===== src/rtl/attr_idx_pkg.sv =====
package attr_idx_pkg;
    localparam int ID_W  = 32;
    localparam int SH_W  = $clog2(ID_W);
    localparam int XF_W  = 3;
    localparam int REM_W = XF_W + 1;

    typedef enum logic [1:0] {
        MODE_DIRECT = 2'd0,
        MODE_MODULO = 2'd1,
        MODE_POW2   = 2'd2,
        MODE_MAGIC  = 2'd3
    } mode_e;

    typedef struct packed {
        logic             valid;
        mode_e            mode;
        logic [SH_W-1:0]  shift;
        logic [ID_W-1:0]  id;
        logic [REM_W-1:0] rem;
        logic [ID_W-1:0]  mhi;
    } stage1_t;

    typedef struct packed {
        logic            valid;
        logic [ID_W-1:0] index;
    } stage2_t;
endpackage


===== src/rtl/attr_odd_mod.sv =====
module attr_odd_mod #(
    parameter int W  = 32,
    parameter int KW = 4
) (
    input  logic [W-1:0]  value,
    input  logic [KW-1:0] k,
    output logic [KW-1:0] rem
);
    logic [KW:0] acc;

    always_comb begin
        acc = '0;
        for (int i = W - 1; i >= 0; i--) begin
            acc = {acc[KW-1:0], value[i]};
            if (acc >= {1'b0, k}) begin
                acc = acc - {1'b0, k};
            end
        end
        rem = acc[KW-1:0];
    end

    // the remainder stays below the odd factor
    always_comb begin
        assert_rem_bound_R3: assert (k == '0 || rem < k)
            else $error("remainder %0d not below factor %0d", rem, k);
    end
endmodule


===== src/rtl/attr_magic_mul.sv =====
module attr_magic_mul #(
    parameter int W = 32
) (
    input  logic [W-1:0] id,
    input  logic [W-1:0] magic,
    input  logic         round_down,
    output logic [W-1:0] hi
);
    localparam int PW = 2 * W;

    logic [W-1:0]  mult;
    logic [PW-1:0] prod;
    logic [PW-1:0] sum;
    logic          unused_bits;

    assign mult        = {1'b1, magic[W-2:0]};
    assign prod        = PW'(id) * PW'(mult);
    assign sum         = prod + (round_down ? PW'(mult) : '0);
    assign hi          = sum[PW-1:W];
    assign unused_bits = ^{sum[W-1:0], magic[W-1]};

    // adding the correction never wraps the double-width sum
    always_comb begin
        assert_no_wrap_R7: assert (sum >= prod)
            else $error("correction wrapped the product");
    end

    // with the implied top bit the high word is at least half the id
    always_comb begin
        assert_top_bit_R6: assert (hi >= (id >> 1))
            else $error("implied multiplier bit missing");
    end
endmodule


===== src/rtl/attr_index_unit.sv =====
module attr_index_unit
    import attr_idx_pkg::*;
(
    input  logic              clk,
    input  logic              rst_n,
    input  logic              in_valid,
    output logic              in_ready,
    input  logic [1:0]        in_mode,
    input  logic [SH_W-1:0]   in_shift,
    input  logic [XF_W-1:0]   in_xflag,
    input  logic [ID_W-1:0]   in_magic,
    input  logic [ID_W-1:0]   in_id,
    output logic              out_valid,
    input  logic              out_ready,
    output logic [ID_W-1:0]   out_index
);
    stage1_t s1_d, s1_q;
    stage2_t s2_d, s2_q;

    logic             adv2;
    logic [REM_W-1:0] odd_k;
    logic [REM_W-1:0] rem_w;
    logic [ID_W-1:0]  mhi_w;
    logic [ID_W-1:0]  hi_part;
    logic [ID_W-1:0]  low_mask;
    logic [ID_W-1:0]  result;

    assign odd_k   = {in_xflag, 1'b1};
    assign hi_part = in_id >> in_shift;

    attr_odd_mod #(.W(ID_W), .KW(REM_W)) u_mod (
        .value (hi_part),
        .k     (odd_k),
        .rem   (rem_w)
    );

    attr_magic_mul #(.W(ID_W)) u_mag (
        .id         (in_id),
        .magic      (in_magic),
        .round_down (in_xflag == XF_W'(1)),
        .hi         (mhi_w)
    );

    assign adv2      = !s2_q.valid || out_ready;
    assign in_ready  = !s1_q.valid || adv2;
    assign out_valid = s2_q.valid;
    assign out_index = s2_q.index;

    always_comb begin
        low_mask = (ID_W'(1) << s1_q.shift) - ID_W'(1);
        unique case (s1_q.mode)
            MODE_DIRECT: result = s1_q.id;
            MODE_MODULO: result = (ID_W'(s1_q.rem) << s1_q.shift) | (s1_q.id & low_mask);
            MODE_POW2:   result = s1_q.id >> s1_q.shift;
            default:     result = s1_q.mhi >> s1_q.shift;
        endcase
    end

    always_comb begin
        s1_d = s1_q;
        s2_d = s2_q;
        if (in_ready) begin
            s1_d.valid = in_valid;
            s1_d.mode  = mode_e'(in_mode);
            s1_d.shift = in_shift;
            s1_d.id    = in_id;
            s1_d.rem   = rem_w;
            s1_d.mhi   = mhi_w;
        end
        if (adv2) begin
            s2_d.valid = s1_q.valid;
            s2_d.index = result;
        end
    end

    always_ff @(posedge clk) begin
        if (!rst_n) begin
            s1_q <= '0;
            s2_q <= '0;
        end else begin
            s1_q <= s1_d;
            s2_q <= s2_d;
        end
    end

    // a stalled result holds its value
    property p_hold;
        @(posedge clk) disable iff (!rst_n)
        (out_valid && !out_ready) |=> (out_valid && $stable(out_index));
    endproperty
    assert_hold_R9: assert property (p_hold);

    // the input side closes only when both entries are stuck
    property p_full;
        @(posedge clk) disable iff (!rst_n)
        !in_ready |-> (out_valid && !out_ready);
    endproperty
    assert_full_R10: assert property (p_full);

    // direct mode carries the id into the output register
    property p_direct;
        @(posedge clk) disable iff (!rst_n)
        (s1_q.valid && adv2 && s1_q.mode == MODE_DIRECT) |=> (out_index == $past(s1_q.id));
    endproperty
    assert_direct_R2: assert property (p_direct);

    // modulo keeps the id bits below the shift
    property p_mod_low;
        @(posedge clk) disable iff (!rst_n)
        (s1_q.valid && adv2 && s1_q.mode == MODE_MODULO) |=>
            (((out_index ^ $past(s1_q.id)) & ((ID_W'(1) << $past(s1_q.shift)) - ID_W'(1))) == '0);
    endproperty
    assert_mod_low_R3: assert property (p_mod_low);
endmodule


===== config.mk =====
export PLATFORM = sky130hd
export DESIGN_NAME = attr_index_unit
export DESIGN_NICKNAME = d
export VERILOG_FILES = /design/src/rtl/attr_idx_pkg.sv /design/src/rtl/attr_odd_mod.sv /design/src/rtl/attr_magic_mul.sv /design/src/rtl/attr_index_unit.sv
export SDC_FILE = /design/constraint.sdc
export NUM_CORES = 2
export LEC_CHECK = 0
export ABC_AREA = 1
export BUFFER_PORTS_ARGS = -buffer_cell sky130_fd_sc_hd__buf_2
export CORE_ASPECT_RATIO = 0.5
export CORE_UTILIZATION = 45
export CTS_CLUSTER_SIZE = 16
export DETAILED_ROUTE_END_ITERATION = 12
export PLACE_DENSITY = 0.61
export SLEW_MARGIN = 5
export SYNTH_ARGS = -nofsm -noshare
export SYNTH_HDL_FRONTEND = slang
export SYNTH_SLANG_ARGS = --single-unit

===== constraint.sdc =====
create_clock -name clk -period 118.3 [get_ports clk]
set_input_delay 23.66 -clock clk [delete_from_list [all_inputs] [get_ports clk]]
set_output_delay 23.66 -clock clk [all_outputs]
set_load 0.005 [all_outputs]

After elaboration in Yosys (flattened, before gate mapping) --
Index checks and enable logic that the tools add are counted.
Storage, ports and cells: flip-flop bits (word level) 109, input port bits 78
Operators by class: add/sub/neg operators 34, multipliers 1, order comparisons 32, equal/unequal tests 3, shifts and indexed selects 5, multiplexer cells 34, bitwise operators 2, reductions and logical operators 5
Operator list (number):
- 5-bit by 4-bit >= comparator with 1-bit output | 31
- 4-bit 2-to-1 mux | 32
- 4-bit subtractor | 31
- 32-bit one-hot mux with 3 select lines | 1
- 32-bit by 5-bit right shift with 32-bit output | 3
- 64-bit adder | 1
- 32-bit by 32-bit multiplier with 64-bit output | 1
- 32-bit AND | 1
- 32-bit 2-to-1 mux | 1
- 32-bit bitwise OR | 1
- 1-bit by 5-bit << shifter with 32-bit output (first input constant) | 1
- 4-bit by 5-bit << shifter with 32-bit output | 1
- 32-bit by 2-bit subtractor with 32-bit output (second input constant) | 1
- 1-bit by 4-bit >= comparator with 1-bit output | 1
- 1-bit by 4-bit subtractor with 4-bit output | 1
- 3-bit by 1-bit == test with 1-bit output (second input constant) | 1
- 2-bit by 1-bit == test with 1-bit output (second input constant) | 1
- 2-bit == test (second input constant) | 1
- 1-bit logical NOT | 2
- 2-bit logical NOT | 1
- 1-bit logical OR | 2

Depth between registers and ports, before layout --
word-level depth 65, mapped depth 296, depth with buffers taken out 296

Cells and area by module --
A second synthesis with hierarchy kept.
Unflattened totals: cells, all modules 7772, area total of the unflattened synthesis 52949.5 µm²
Modules (own cells, without submodules):
- attr_magic_mul | times used 1, cells an instance 4921, area each 36304.8 µm²
- attr_index_unit | times used 1, cells an instance 1640, area each 9161.3 µm²
- attr_odd_mod | times used 1, cells an instance 1211, area each 7483.4 µm²

Worst setup path before layout --
Ideal clock, no wire load.
path kind input to register, start point input in_xflag[0], end point register s1_q[33] in the netlist's numbering, setup time 0.109 ns, arrival time 60.250 ns, required time 118.191 ns, setup slack 57.941 ns, stages 286, path through inv_1 -> ha_1 -> nand2_1 -> inv_1 -> nand2_1 -> nand2_1 -> ha_1 -> ha_1 -> nand3_1 -> nand2_1 -> a21oi_1 -> nand2_2 -> inv_2 -> nand2_1 -> nand2_1 -> nand2_1 -> inv_1 -> ha_1 -> [250 not listed] -> a21oi_1 -> o21ai_0 -> nand2_1 -> and3_1 -> inv_1 -> nor2_1 -> nand3_1 -> nand2_1 -> ha_1 -> a21oi_1 -> nand2_1 -> nand2_1 -> and3_1 -> nand3_1 -> nand2_1 -> nand3_1 -> nand2_1 -> inv_1
On the way: word-level cells in the longest chain between the ends 64, elaborated cells between the ends (all ways) 96
RTL lines:
- start: declaration | line attr_index_unit.sv:10 | input logic [XF_W-1:0] in_xflag,
- 1-bit by 4-bit subtractor with 4-bit output or 1-bit by 4-bit >= comparator with 1-bit output (tied branches) | line attr_odd_mod.sv:16, attr_odd_mod.sv:15
- 4-bit 2-to-1 mux | line attr_odd_mod.sv:15 | if (acc >= {1'b0, k}) begin
- 4-bit subtractor or 5-bit by 4-bit >= comparator with 1-bit output (tied branches) | line attr_odd_mod.sv:16, attr_odd_mod.sv:15
- 4-bit 2-to-1 mux | line attr_odd_mod.sv:15
- 4-bit subtractor or 5-bit by 4-bit >= comparator with 1-bit output (tied branches) | line attr_odd_mod.sv:16, attr_odd_mod.sv:15
- 4-bit 2-to-1 mux | line attr_odd_mod.sv:15
- 5-bit by 4-bit >= comparator with 1-bit output or 4-bit subtractor (tied branches) | line attr_odd_mod.sv:15, attr_odd_mod.sv:16
- 4-bit 2-to-1 mux | line attr_odd_mod.sv:15
- [48 not listed]
- 4-bit subtractor or 5-bit by 4-bit >= comparator with 1-bit output (tied branches) | line attr_odd_mod.sv:16, attr_odd_mod.sv:15
- 4-bit 2-to-1 mux | line attr_odd_mod.sv:15
- 4-bit subtractor or 5-bit by 4-bit >= comparator with 1-bit output (tied branches) | line attr_odd_mod.sv:16, attr_odd_mod.sv:15
- 4-bit 2-to-1 mux | line attr_odd_mod.sv:15
- 5-bit by 4-bit >= comparator with 1-bit output or 4-bit subtractor (tied branches) | line attr_odd_mod.sv:15, attr_odd_mod.sv:16
- 4-bit 2-to-1 mux | line attr_odd_mod.sv:15
- 4-bit subtractor or 5-bit by 4-bit >= comparator with 1-bit output (tied branches) | line attr_odd_mod.sv:16, attr_odd_mod.sv:15
- 4-bit 2-to-1 mux * | line attr_odd_mod.sv:15
- end signal: assignment | line attr_index_unit.sv:78 | s1_q <= '0;
- end signal: assignment | line attr_index_unit.sv:81 | s1_q <= s1_d;
- end: declaration | line attr_index_unit.sv:17 | stage1_t s1_d, s1_q;
Every way passes the cells marked *; elsewhere a longest branch is shown, timed or not. A chain may end at the register's enable or synchronous reset.

Final worst setup path --
start point input in_shift[0], end point register s1_q[35] in the netlist's numbering
On the way: word-level cells in the longest chain between the ends 65, elaborated cells between the ends (all ways) 97
RTL lines:
- start: declaration | line attr_index_unit.sv:9 | input logic [SH_W-1:0] in_shift,
- 32-bit by 5-bit right shift with 32-bit output * | line attr_index_unit.sv:29 | assign hi_part = in_id >> in_shift;
- 1-bit by 4-bit subtractor with 4-bit output or 1-bit by 4-bit >= comparator with 1-bit output (tied branches) | line attr_odd_mod.sv:16, attr_odd_mod.sv:15
- 4-bit 2-to-1 mux | line attr_odd_mod.sv:15
- 4-bit subtractor or 5-bit by 4-bit >= comparator with 1-bit output (tied branches) | line attr_odd_mod.sv:16, attr_odd_mod.sv:15
- 4-bit 2-to-1 mux | line attr_odd_mod.sv:15
- 4-bit subtractor or 5-bit by 4-bit >= comparator with 1-bit output (tied branches) | line attr_odd_mod.sv:16, attr_odd_mod.sv:15
- 4-bit 2-to-1 mux | line attr_odd_mod.sv:15
- 4-bit subtractor or 5-bit by 4-bit >= comparator with 1-bit output (tied branches) | line attr_odd_mod.sv:16, attr_odd_mod.sv:15
- [49 not listed]
- 5-bit by 4-bit >= comparator with 1-bit output or 4-bit subtractor (tied branches) | line attr_odd_mod.sv:15, attr_odd_mod.sv:16
- 4-bit 2-to-1 mux | line attr_odd_mod.sv:15
- 4-bit subtractor or 5-bit by 4-bit >= comparator with 1-bit output (tied branches) | line attr_odd_mod.sv:16, attr_odd_mod.sv:15
- 4-bit 2-to-1 mux | line attr_odd_mod.sv:15
- 4-bit subtractor or 5-bit by 4-bit >= comparator with 1-bit output (tied branches) | line attr_odd_mod.sv:16, attr_odd_mod.sv:15
- 4-bit 2-to-1 mux | line attr_odd_mod.sv:15
- 4-bit subtractor or 5-bit by 4-bit >= comparator with 1-bit output (tied branches) | line attr_odd_mod.sv:16, attr_odd_mod.sv:15
- 4-bit 2-to-1 mux * | line attr_odd_mod.sv:15
Marked as above.

==> run_results.csv <==
group,metric,value,unit
timing,setup_viol_count_final,0,
timing,rsz0062_at_grt,"false",
logic_synthesis,async_flop_share,0,%
worst_setup_path,critPathMaxFanout,60,
global_route,overflow,0,
placed_design,gp_congestion,0.9520,
clocking,clk_path_buf_depth,2,
clocking,cts_tree,"yes",
worst_setup_path,path_buf_inv,35,
floorplanning,die_h,233.5,um
worst_setup_path,cp-start-kind,"input port",
logic_synthesis,synth_mux_area_share,0.7704,%
global_route,grt_pass1_wl,241700,um
route,wl_per_cell,19.62,um
route,vias,41230,
logic_synthesis,synth_top_family_by_area,"adder cells",
clocking,cts_sinks,109,
clocking,worstSkewPairLatency,0.38,ns
timing,drv_slew,0,
cells_and_area,drive_gt1_share,5.278,%
floorplanning,ios,112,
timing,finalCritPeriodShare,55.30,%
route,drt_iter0_markers,3152,
placed_design,dp_hpwl,117000,um
placed_design,numPortBuffers,110,
logic_synthesis,synthXorXnorAreaFrac,1.779,%
clocking,cts-buffers-inserted,9,
logic_synthesis,synth-simple-area-share,19.56,%
run,drv_cap,0,
global_route,grt_pass1_vias,42960,
logic_synthesis,ys_ff_latch,109,
worst_setup_path,critPathSlowestCell,"buf_4",
logic_synthesis,synth_cell_types,57,
logic_synthesis,syn_avg_cell_area,7.436,um^2
worst_setup_path,cp.arrival,65.70,ns
route,ant_nets,0,
logic_synthesis,synth-main-ff-cell,"dfxtp_1",
cells_and_area,final_nets,7770,
timing,period_needed,65.42,ns
worst_hold_path,hold_class,"reg2reg",
global_route,antenna_found_initial,4,
floorplanning,core_area,105600,um^2
cells_and_area,utilization,47.46,%
clocking,postCtsHoldBufs,0,
logic_synthesis,seq_area_frac_synth,4.524,%
floorplanning,row_count,84,
route,wirelength,152400,um
worst_setup_path,crit_path_end_kind,"register",
worst_setup_path,worstPathRequired,118.58,ns
global_route,grt_max_degree,93,
clocking,cts-resized-gates,0,
logic_synthesis,yosys_warnings,0,
worst_setup_path,criticalPathCategory,"in2reg",
floorplanning,start_util,45.67,%
logic_synthesis,syn-cell-area,48240,um^2
worst_setup_path,slowest_delay,0.42,ns
timing,max_freq,15.29,MHz
floorplanning,die-area,108600,um^2
logic_synthesis,synth_adder_area_share,49.93,%
outcome,status,"complete, no violations",
timing,hold_viol,0,
logic_synthesis,synth_nets,7915,
timing,relSlewSlack,13.48,%
logic_synthesis,synth_edf_count,0,
route,drc,0,
timing,setup_tns,0,ns
clocking,clk_pin_slew_worst_paths,0.09,ns
worst_setup_path,cp_common_cell,"nand2_1",
route,drtPass1Iterations,6,
cells_and_area,areaGrowthSynthToFinish,3.925,%
clocking,htree_levels,3,
timing,tightest_slew,1.293,ns
global_route,grt_usage,28.72,%
worst_setup_path,crit_family,"simple AND/OR/NAND/NOR gates",
clocking,post-cts-setup-buffers,0,
timing,skew,0.01543,ns
floorplanning,fp.dieW,465.0,um
logic_synthesis,synth_compound_area_share,7.662,%
route,viasPerCell,5.308,
logic_synthesis,netlist_instances,6487,
clocking,cts_root_buffer,"clkbuf_16",
==> layout by cell type, fill, tap and decap left out, types with 90 or more instances in the layout <==
master,netlist,routed
ha_1,392,392
nor2_1,194,192
fa_1,958,958
inv_1,1640,1639
a21oi_1,207,207
nand3_1,194,194
o21ai_0,349,349
buf_2,6,110
nand2_1,1639,1639
buf_4,7,90
dfxtp_1,109,109
==> final cells by class <==
| class | count | area, um^2 |
|---|---|---|
| inverter | 1650 | 6193 |
| tap | 1419 | 1775 |
| fill | 10480 | 55500 |
| clock buffer | 9 | 225.2 |
| multi-input combinational | 4372 | 38460 |
| sequential | 109 | 2182 |
| antenna | 2 | 5.005 |
| timing repair buffer | 200 | 1226 |
| clock inverter | 7 | 66.31 |
==> path summary, 6_finish.rpt <==
| check | startpoint | end | slack, ns | cells past startpoint |
|---|---|---|---|---|
| worst max-delay path | in_shift[0] | s1_q[35] | 52.88 | 294 |
| worst min register to register | s1_q[37] | out_index[1] | 0.50 | 2 |
| worst min-delay path | s1_q[37] | out_index[1] | 0.50 | 2 |
| worst max register to register | s1_q[71] | out_index[18] | 113.63 | 20 |
==> cell usage after synthesis, types with 7 or more instances <==
master | count | area (um^2)
buf_4 | 7 | 52.55
nand2_1 | 1639 | 6152
nand2_2 | 11 | 68.82
o211ai_1 | 19 | 142.6
xor2_1 | 64 | 560.5
a221oi_1 | 8 | 70.07
o21ai_0 | 349 | 1747
o22ai_1 | 21 | 131.4
nand3_1 | 194 | 970.9
clkbuf_1 | 325 | 1220
o221ai_1 | 12 | 105.1
dfxtp_1 | 109 | 2182
o21ai_1 | 12 | 60.06
xnor2_1 | 34 | 297.8
or2_2 | 13 | 81.33
fa_1 | 958 | 19180
nor2_2 | 23 | 143.9
and3_1 | 20 | 125.1
mux2i_1 | 36 | 360.4
inv_1 | 1640 | 6156
a21oi_1 | 207 | 1036
nor2_1 | 194 | 728.2
a31oi_1 | 17 | 106.4
nand3_4 | 29 | 508.0
nand4_1 | 38 | 237.7
ha_1 | 392 | 4905
nand2_4 | 24 | 270.3
buf_1 | 12 | 45.04
==> worst min-delay path, delay by kind of cell (launching register included) <==
family / cells / cell delay [ns]
compound gates: 1 / 0.07
flops: 1 / 0.33
simple gates: 1 / 0.06
==> cell families after synthesis <==
kind of cell | count (synthesis)
compound gates | 681
xor+xnor | 98
fa+ha+maj | 1350
buf+inv | 2006
flops | 109
mux | 37
other cells | 1
simple gates | 2205
==> routing by layer <==
layer	track usage, %	share of wire, %	up-vias
li1	-	-	18790
met1	37.54	42	20630
met2	49.52	48	1514
met3	4.569	7.7	291
met4	7.419	2.8	2
met5	0	0.0085	-
==> registers in the layout (all words and copies together) (netlist names) <==
register / flops
s1_q: 76
out_index: 32
out_valid: 1
==> stage by stage <==
stage | hold WS, ns | area (um^2) | setup slack [ns] | cells
3_3_place_gp | 0.4793 | 49830 | 54.70 | 7750
6_report | 0.5050 | 50130 | 52.88 | 7768
4_1_cts | 0.5099 | 50120 | 53.33 | 7766
2_1_floorplan | 0.4362 | 48240 | 57.94 | 6487
3_5_place_dp | 0.4913 | 49830 | 53.05 | 7750
5_1_grt | 0.5230 | 50120 | 48.22 | 7766
Power is left out: the tool's default activity adds up to more than one toggle a clock period on the data nets, which glitch-free logic cannot reach.
